==> config.mk <==
export PLATFORM = sky130hd
export DESIGN_NAME = ipv4fp_rewrite
export DESIGN_NICKNAME = d
export VERILOG_FILES = /design/src/rtl/ipv4fp_pkg.sv /design/src/rtl/ipv4fp_addr_match.sv /design/src/rtl/ipv4fp_classify.sv /design/src/rtl/ipv4fp_cksum_upd.sv /design/src/rtl/ipv4fp_rewrite.sv
export SDC_FILE = /design/constraint.sdc
export NUM_CORES = 1
export LEC_CHECK = 0
export BUFFER_PORTS_ARGS = -buffer_cell sky130_fd_sc_hd__buf_2
export CAP_MARGIN = 20
export CELL_PAD_IN_SITES_DETAIL_PLACEMENT = 1
export CELL_PAD_IN_SITES_GLOBAL_PLACEMENT = 1
export CORE_MARGIN = 3
export CORE_UTILIZATION = 43
export DETAILED_ROUTE_END_ITERATION = 8
export GPL_ROUTABILITY_DRIVEN = 0
export HOLD_SLACK_MARGIN = 0.08
export PLACE_DENSITY_LB_ADDON = 0.12
export SKIP_LAST_GASP = 1
export SLEW_MARGIN = 20
export SYNTH_ARGS = -nofsm -noshare
export SYNTH_HDL_FRONTEND = slang
export SYNTH_SLANG_ARGS = --single-unit
==> constraint.sdc <==
create_clock -name clk -period 7.1 [get_ports clk]
set_clock_uncertainty 0.05 [all_clocks]
set_input_delay 0 -clock clk [delete_from_list [all_inputs] [get_ports clk]]
set_output_delay 0 -clock clk [all_outputs]
set_load 0.01 [all_outputs]
==> src/rtl/ipv4fp_pkg.sv <==
package ipv4fp_pkg;
    localparam int HDR_WORDS = 5;
    localparam int WORD_W    = 32;
    localparam int HDR_W     = HDR_WORDS * WORD_W;
    localparam int LEN_W     = 16;

    // bit positions inside the flat header (word 0 at the top)
    localparam int VER_LSB  = HDR_W - 4;
    localparam int IHL_LSB  = HDR_W - 8;
    localparam int TLEN_LSB = HDR_W - WORD_W;
    localparam int TTL_LSB  = HDR_W - 2 * WORD_W - 8;
    localparam int CKS_LSB  = HDR_W - 3 * WORD_W;
    localparam int DST_LSB  = 0;

    typedef enum logic [2:0] {
        DISP_FWD     = 3'd0,
        DISP_DROP    = 3'd1,
        DISP_SLOW    = 3'd2,
        DISP_LOCAL   = 3'd3,
        DISP_EXPIRED = 3'd4,
        DISP_MCAST   = 3'd5
    } disp_e;

    typedef enum logic [0:0] {
        ST_EMPTY = 1'b0,
        ST_FULL  = 1'b1
    } slot_state_e;
endpackage

==> src/rtl/ipv4fp_addr_match.sv <==
module ipv4fp_addr_match #(
    parameter int N_ADDR = 4,
    parameter int IDX_W  = 2
) (
    input  logic             clk,
    input  logic             rst_n,
    input  logic             cfg_we,
    input  logic [IDX_W-1:0] cfg_idx,
    input  logic             cfg_en,
    input  logic [31:0]      cfg_addr,
    input  logic [31:0]      dst,
    output logic             hit
);
    logic [N_ADDR-1:0] slot_hit;

    for (genvar g = 0; g < N_ADDR; g++) begin : g_slot
        logic [31:0] addr_q;
        logic        en_q;
        always_ff @(posedge clk or negedge rst_n) begin
            if (!rst_n) begin
                addr_q <= '0;
                en_q   <= 1'b0;
            end else if (cfg_we && (cfg_idx == IDX_W'(g))) begin
                addr_q <= cfg_addr;
                en_q   <= cfg_en;
            end
        end
        assign slot_hit[g] = en_q && (addr_q == dst);
    end

    assign hit = |slot_hit;
endmodule

==> src/rtl/ipv4fp_classify.sv <==
module ipv4fp_classify
    import ipv4fp_pkg::*;
(
    input  logic [HDR_W-1:0] hdr,
    input  logic [LEN_W-1:0] llen,
    input  logic             local_hit,
    output disp_e            disp
);
    logic [3:0]       ver, ihl;
    logic [LEN_W-1:0] tlen;
    logic [7:0]       ttl;
    logic [31:0]      dst;

    assign ver  = hdr[VER_LSB +: 4];
    assign ihl  = hdr[IHL_LSB +: 4];
    assign tlen = hdr[TLEN_LSB +: LEN_W];
    assign ttl  = hdr[TTL_LSB +: 8];
    assign dst  = hdr[DST_LSB +: 32];

    // first failing check wins
    always_comb begin
        if (ver != 4'd4)             disp = DISP_SLOW;
        else if (ihl > 4'd5)         disp = DISP_SLOW;
        else if (ihl < 4'd5)         disp = DISP_DROP;
        else if (tlen != llen)       disp = DISP_DROP;
        else if (local_hit)          disp = DISP_LOCAL;
        else if (dst[31:28] == 4'hE) disp = DISP_MCAST;
        else if (ttl <= 8'd1)        disp = DISP_EXPIRED;
        else                         disp = DISP_FWD;
    end
endmodule

==> src/rtl/ipv4fp_cksum_upd.sv <==
module ipv4fp_cksum_upd (
    input  logic [7:0]  ttl_in,
    input  logic [15:0] cks_in,
    output logic [7:0]  ttl_out,
    output logic [15:0] cks_out
);
    logic [16:0] sum;

    // TTL sits in the high byte: lowering it by one raises the sum by 0x0100
    assign ttl_out = ttl_in - 8'd1;
    assign sum     = {1'b0, cks_in} + 17'h00100;
    assign cks_out = sum[15:0] + {15'd0, sum[16]};
endmodule

==> src/rtl/ipv4fp_rewrite.sv <==
module ipv4fp_rewrite
    import ipv4fp_pkg::*;
#(
    parameter int N_ADDR = 4,
    localparam int IDX_W = (N_ADDR > 1) ? $clog2(N_ADDR) : 1
) (
    input  logic             clk,
    input  logic             rst_n,
    input  logic             cfg_we,
    input  logic [IDX_W-1:0] cfg_idx,
    input  logic             cfg_en,
    input  logic [31:0]      cfg_addr,
    input  logic             in_valid,
    output logic             in_ready,
    input  logic [159:0]     in_hdr,
    input  logic [15:0]      in_llen,
    output logic             out_valid,
    input  logic             out_ready,
    output logic [159:0]     out_hdr,
    output logic [2:0]       out_disp
);
    slot_state_e state_q, state_d;
    logic        accept, local_hit;
    disp_e       disp_c;
    logic [7:0]  ttl_new;
    logic [15:0] cks_new;
    logic [HDR_W-1:0] hdr_c, hdr_q;
    disp_e       disp_q;

    ipv4fp_addr_match #(.N_ADDR(N_ADDR), .IDX_W(IDX_W)) match_i (
        .clk(clk), .rst_n(rst_n), .cfg_we(cfg_we), .cfg_idx(cfg_idx),
        .cfg_en(cfg_en), .cfg_addr(cfg_addr),
        .dst(in_hdr[DST_LSB +: 32]), .hit(local_hit)
    );

    ipv4fp_classify class_i (
        .hdr(in_hdr), .llen(in_llen), .local_hit(local_hit), .disp(disp_c)
    );

    ipv4fp_cksum_upd upd_i (
        .ttl_in(in_hdr[TTL_LSB +: 8]), .cks_in(in_hdr[CKS_LSB +: 16]),
        .ttl_out(ttl_new), .cks_out(cks_new)
    );

    always_comb begin
        hdr_c = in_hdr;
        if (disp_c == DISP_FWD) begin
            hdr_c[TTL_LSB +: 8]  = ttl_new;
            hdr_c[CKS_LSB +: 16] = cks_new;
        end
    end

    // state register
    always_ff @(posedge clk or negedge rst_n) begin
        if (!rst_n) state_q <= ST_EMPTY;
        else        state_q <= state_d;
    end

    // next state
    always_comb begin
        state_d = state_q;
        unique case (state_q)
            ST_EMPTY: if (accept) state_d = ST_FULL;
            ST_FULL:  if (out_ready && !accept) state_d = ST_EMPTY;
            default:  state_d = ST_EMPTY;
        endcase
    end

    // handshake outputs
    always_comb begin
        unique case (state_q)
            ST_EMPTY: begin out_valid = 1'b0; in_ready = 1'b1;      end
            ST_FULL:  begin out_valid = 1'b1; in_ready = out_ready; end
            default:  begin out_valid = 1'b0; in_ready = 1'b0;      end
        endcase
    end

    assign accept = in_valid && in_ready;

    // result slot
    always_ff @(posedge clk or negedge rst_n) begin
        if (!rst_n) begin
            hdr_q  <= '0;
            disp_q <= DISP_FWD;
        end else if (accept) begin
            hdr_q  <= hdr_c;
            disp_q <= disp_c;
        end
    end

    assign out_hdr  = hdr_q;
    assign out_disp = disp_q;
endmodule

# Word level (Yosys, flattened, before mapping)
# Index checks and enable logic that the tools add are counted.
# W data, S select, Z words.
dict set report op_classes {
  addsub 3
  order_cmp 3
  n_eq_ne 10
  mux 14
  bitwise 1
  n_reduce_logical 14
}
# cell count
set ops {}
lappend ops {{$eq A32 B32 Y1} 4}
lappend ops {{$mux W3} 7}
lappend ops {{$add A16 B9 Y17 const B} 1}
lappend ops {{$add A16 B1 Y16} 1}
lappend ops {{$mux W16} 1}
lappend ops {{$ne A16 B16 Y1} 1}
lappend ops {{$logic_and A1 B1 Y1} 10}
lappend ops {{$le A8 B1 Y1 const B} 1}
lappend ops {{$mux W8} 1}
lappend ops {{$sub A8 B1 Y8 const B} 1}
lappend ops {{$pmux W1 S2} 3}
lappend ops {{$eq A2 B2 Y1 const B} 2}
lappend ops {{$eq A4 B4 Y1 const B} 1}
lappend ops {{$gt A4 B3 Y1 const B} 1}
lappend ops {{$lt A4 B3 Y1 const B} 1}
lappend ops {{$ne A4 B3 Y1 const B} 1}
lappend ops {{$reduce_or A4 Y1} 1}
lappend ops {{$logic_not A3 Y1} 1}
lappend ops {{$eq A2 B1 Y1 const B} 1}
lappend ops {{$logic_not A2 Y1} 1}
lappend ops {{$mux W1} 2}
lappend ops {{$logic_not A1 Y1} 1}
lappend ops {{$not A1 Y1} 1}
dict set report totals {
  reg_bits 296
  in_bits 216
  output_inout_bits 165
  word_cells 56
}

# Depth between registers and ports, before layout
dict set report logic_depth {
  depth_word 10
  mapped_depth 12
  depth_no_buf 12
}

# Hierarchy
# A second synthesis with hierarchy kept.
dict set report unflattened {
  cells_unflattened 1029
  hier_area_um2 13819.5
}
# mod n_inst cells_per_inst area_each_um2 seq_area_each_um2
set by_module_without_submodules {}
lappend by_module_without_submodules {ipv4fp_rewrite 1 434 6608.8 4103.9}
lappend by_module_without_submodules {ipv4fp_addr_match 1 481 6376.1 3303.2}
lappend by_module_without_submodules {ipv4fp_cksum_upd 1 79 549.3 0.0}
lappend by_module_without_submodules {ipv4fp_classify 1 35 285.3 0.0}

# Worst setup path before layout
# OpenSTA, ideal clock, no wires.
dict set report synth_timing {
  path_type {input-to-reg}
  from {input in_hdr[72]}
  to {register hdr_q[77] (netlist: out_hdr[77])}
  setup_ps 82
  t_arrival_ps 2449
  required_ps 6968
  slack_ps 4519
  cell_stages 11
  path_buffers 0
  cell_sequence {ha_1 > nand2_1 > nor3_1 > ha_1 > nand3_1 > or4_1 > o21ai_0 > a31oi_1 > or2_4 > or4_1 > a31oi_1}
}
dict set report synth_between {
  elab_chain_cells 3
}
# element line_no
set synth_lines {}
lappend synth_lines {{from (decl)} ipv4fp_rewrite.sv:15} ;# input logic [159:0] in_hdr,
lappend synth_lines {{$add A16 B9 Y17} ipv4fp_cksum_upd.sv:11} ;# assign sum = {1'b0, cks_in} + 17'h00100;
lappend synth_lines {{$add A16 B1 Y16} ipv4fp_cksum_upd.sv:12} ;# assign cks_out = sum[15:0] + {15'd0, sum[16]};
lappend synth_lines {{$mux W16} ipv4fp_rewrite.sv:47} ;# if (disp_c == DISP_FWD) begin
lappend synth_lines {{to (signal assigned)} ipv4fp_rewrite.sv:86} ;# hdr_q <= hdr_c;
lappend synth_lines {{to (decl)} ipv4fp_rewrite.sv:27} ;# logic [HDR_W-1:0] hdr_c, hdr_q;
# No other way between the ends.
# A chain may end at the register's enable or synchronous reset.

# Worst setup path after layout
dict set report layout_timing {
  from {input in_hdr[92]}
  to {register hdr_q[75] (netlist: out_hdr[75])}
}
dict set report layout_between {
  elab_chain_cells 10
}
# element line_no
set layout_lines {}
lappend layout_lines {{$le A8 B1 Y1} ipv4fp_classify.sv:28} ;# else if (ttl <= 8'd1) disp = DISP_EXPIRED;
lappend layout_lines {{$mux W3} ipv4fp_classify.sv:28}
lappend layout_lines {{$mux W3} ipv4fp_classify.sv:27} ;# else if (dst[31:28] == 4'hE) disp = DISP_MCAST;
lappend layout_lines {{$mux W3} ipv4fp_classify.sv:26} ;# else if (local_hit) disp = DISP_LOCAL;
lappend layout_lines {{$mux W3} ipv4fp_classify.sv:25} ;# else if (tlen != llen) disp = DISP_DROP;
lappend layout_lines {{$mux W3} ipv4fp_classify.sv:24} ;# else if (ihl < 4'd5) disp = DISP_DROP;
lappend layout_lines {{$mux W3} ipv4fp_classify.sv:23} ;# else if (ihl > 4'd5) disp = DISP_SLOW;
lappend layout_lines {{$mux W3} ipv4fp_classify.sv:22} ;# if (ver != 4'd4) disp = DISP_SLOW;
lappend layout_lines {{$logic_not A3 Y1} ipv4fp_rewrite.sv:47}
lappend layout_lines {{$mux W16} ipv4fp_rewrite.sv:47}
# No other way between the ends.

==> impl_metrics.ini <==
[clock_network]
clockBufferDepth = 3
cts_root_buf = clkbuf_16
cts_buffers = 35
cts_tree = built
clk_transition_reported_paths_ns = 0.06
cts.sink_count = 296
h-tree-depth = 2
insertion_delay_ns = 0.52

[worst_setup_path]
worstSetupStartpointType = input pin
cp.required_ns = 7.49
cp-end-kind = register
crit_type = in2reg
cp_max_fo = 35
arrival_ns = 4.63

[layout]
syn_to_final_growth_pct = 41.19
layout_common_cells = 426 x nand2_1, 379 x buf_2, 296 x dfrtp_1
drive_above_1_share = 0.3052
finalCoreUtilization = 0.6197
nFillCells = 3413
nets = 2097
final_common_cell = nand2_1

[timing]
hold_violations = 0
fin_hold_ws_ns = 0.02426
setup_violations = 0
finalSetupTns_ns = 0
drv_slew = 0
fmax_mhz = 235.9
rsz0062_at_grt = no
tightestPinTransition_ns = 1.096
min_period_over_period = 0.5971
relSlewSlack = 0.2697
period_needed_ns = 4.240

[floorplan]
dieArea_um2 = 33630
ios = 381
initial_core_util = 0.4389
die_x_um = 183.4
core-area_um2 = 30830
die-height_um = 183.4
rows = 64

[run]
max_cap_violations = 0

[routing]
vias = 11950
final_antenna_net_count = 0
drc = 0
viasPerCell = 5.200
drt_iter0_drc = 577
met2RoutedLength_um = 25060
dr.pass1.iters = 4
totalWireLength_um = 49210
wl_per_cell_um = 21.41
met1Wirelength_um = 20040
highest_layer = met4
dr_wl_met3_um = 2216

[yosys]
synth_fa_ha_area_frac = 0.005548
synth_xor_xnor_area_share = 0.09385
syn_nets = 1538
yosysTopAreaCellShare = 0.5474
synth_compound_area_frac = 0.03042
synthTopCellsByArea = dfrtp_1 55%, nand2_1 12%, mux2_2 11%
yosys.area_share.simple = 0.1834
synth_cell_types = 35
yosysWarnings = 0
synthMuxAreaShare = 0.1090
yosysSeqAreaShare = 0.5474
synth_top_family_by_area = simple AND/OR/NAND/NOR gates
synth_area_um2 = 13530
synthCells = 1316
yosysTopAreaCell = dfrtp_1
postSynthAreaPerCell_um2 = 10.28
synth_seq_cells = 296

[global_routing]
grt-ovfl-total = 0
grt_first_pass_wirelength_um = 76130
grt_pass1_vias = 13470
grt.total_usage = 0.2896
grt_max_degree = 108
antenna_found_initial = 3

[placement]
numPortBuffers = 380
dpl.hpwl_um = 29680

[power_and_ir_drop]
ir_drop_mv = 0.1898
p_leak_nw = 9.313
power_density_nw_per_um2 = 263.1

[status]
status = complete, no violations

[worst_hold_path]
hold_class = in2async
[cells in the mapped netlist]
master and number:
nand2_1 427, dfrtp_1 296, xor2_1 133, mux2_2 131, clkbuf_1 55, buf_2 33
nor4_1 33, nor2_1 31, a31oi_1 26, or4_1 23, o31ai_1 19, nand3_1 16
xnor2_1 12, nor3_1 11, nand4_1 10, o21ai_0 10, ha_1 6, nand3b_1 6
inv_1 5, nand2b_1 5, buf_1 4, or3_1 4, a21oi_1 3, and3_1 3
nand4b_1 3, nor3b_1 2, a2111oi_0 1, a22o_1 1, and2_1 1, clkbuf_2 1
o21a_1 1, o21bai_1 1, o41ai_1 1, or2_4 1, or4b_2 1
[through the flow]
step	setup slack [ns]	area (um2)	total power, mW	cells
3_5_place_dp	4.053	15640	3.014	2009
4_1_cts	3.036	19070	5.023	2292
6_report	2.860	19110	5.026	2298
5_1_grt	2.614	19100	5.248	2296
3_3_place_gp	4.125	15640	2.970	2009
2_1_floorplan	4.519	13530	2.601	1316
[per-layer routing]
| layer | vias up | track usage |
|---|---|---|
| li1 | 5475 | - |
| met1 | 6015 | 0.3558 |
| met2 | 346 | 0.5186 |
| met3 | 114 | 0.04225 |
| met4 | 0 | 0.1066 |
| met5 | - | 0 |
[cells by family after synthesis]
group	after synthesis
flip-flops	296
buffers and inverters	98
XOR/XNOR	145
multiplexers	131
AND/OR/NAND/NOR	577
AO/OA/AOI/OAI	63
adder cells (fa/ha/maj)	6
[worst paths after layout]
check	startpoint	to	slack [ns]	cells after the start
max	in_hdr[92]	out_hdr[75]$_DFFE_PN0P_	2.86	11
min	rst_n	out_hdr[112]$_DFFE_PN0P_	0.02	2
max reg2reg	match_i.g_slot[1].addr_q[27]$_DFFE_PN0P_	out_hdr[69]$_DFFE_PN0P_	3.11	10
min reg2reg	out_hdr[31]$_DFFE_PN0P_	out_hdr[31]$_DFFE_PN0P_	0.42	2
max in group asynchronous	rst_n	out_hdr[6]$_DFFE_PN0P_	5.45	3
min in group clk	in_llen[9]	out_disp[2]$_DFFE_PN0P_	0.15	7
[flip-flops by register name, summed over array words and instances, names as in the netlist]
| register | count |
|---|---|
| match_i.g_slot.addr_q | 128 |
| match_i.g_slot.en_q | 4 |
| out_disp | 3 |
| out_hdr | 160 |
| state_q | 1 |
[worst max-delay path, stage by stage]
cell and delay (ns):
dlygate4sd3_1 0.56, buf_2 0.15, nor4_1 0.59, nand2_1 0.21, o31ai_1 0.43, or4_1 0.91
nand2b_1 0.35, o31ai_1 0.10, dlygate4sd3_1 0.59, a31oi_1 0.17, dlygate4sd3_1 0.56
[timing repair]
item                                   4_1_cts  5_1_grt
buffers inserted                             0        0
hold buffers                               224        0
gates resized for setup                      0        0
endpoints found under the hold margin      400        0
[where the power goes]
group / total (mW) / leakage (nW) / internal, mW / switching, mW
logic: 1.01 / 5.19 / 0.470 / 0.542
registers: 2.12 / 3.55 / 1.95 / 0.170
clock network: 1.89 / 0.582 / 1.16 / 0.729
[cell type report]
class	count	area, um2	share of cell area
sequential	296	7407	0.3877
inverter	5	18.77	0.0009823
clock buffer	48	996.0	0.05213
multi-input combinational	922	5729	0.2999
tap	396	495.5	0.02593
timing repair buffer	615	4249	0.2224
antenna	5	12.51	0.0006549
clock inverter	11	197.7	0.01035
No activity file was read; power rests on OpenSTA's default activity.
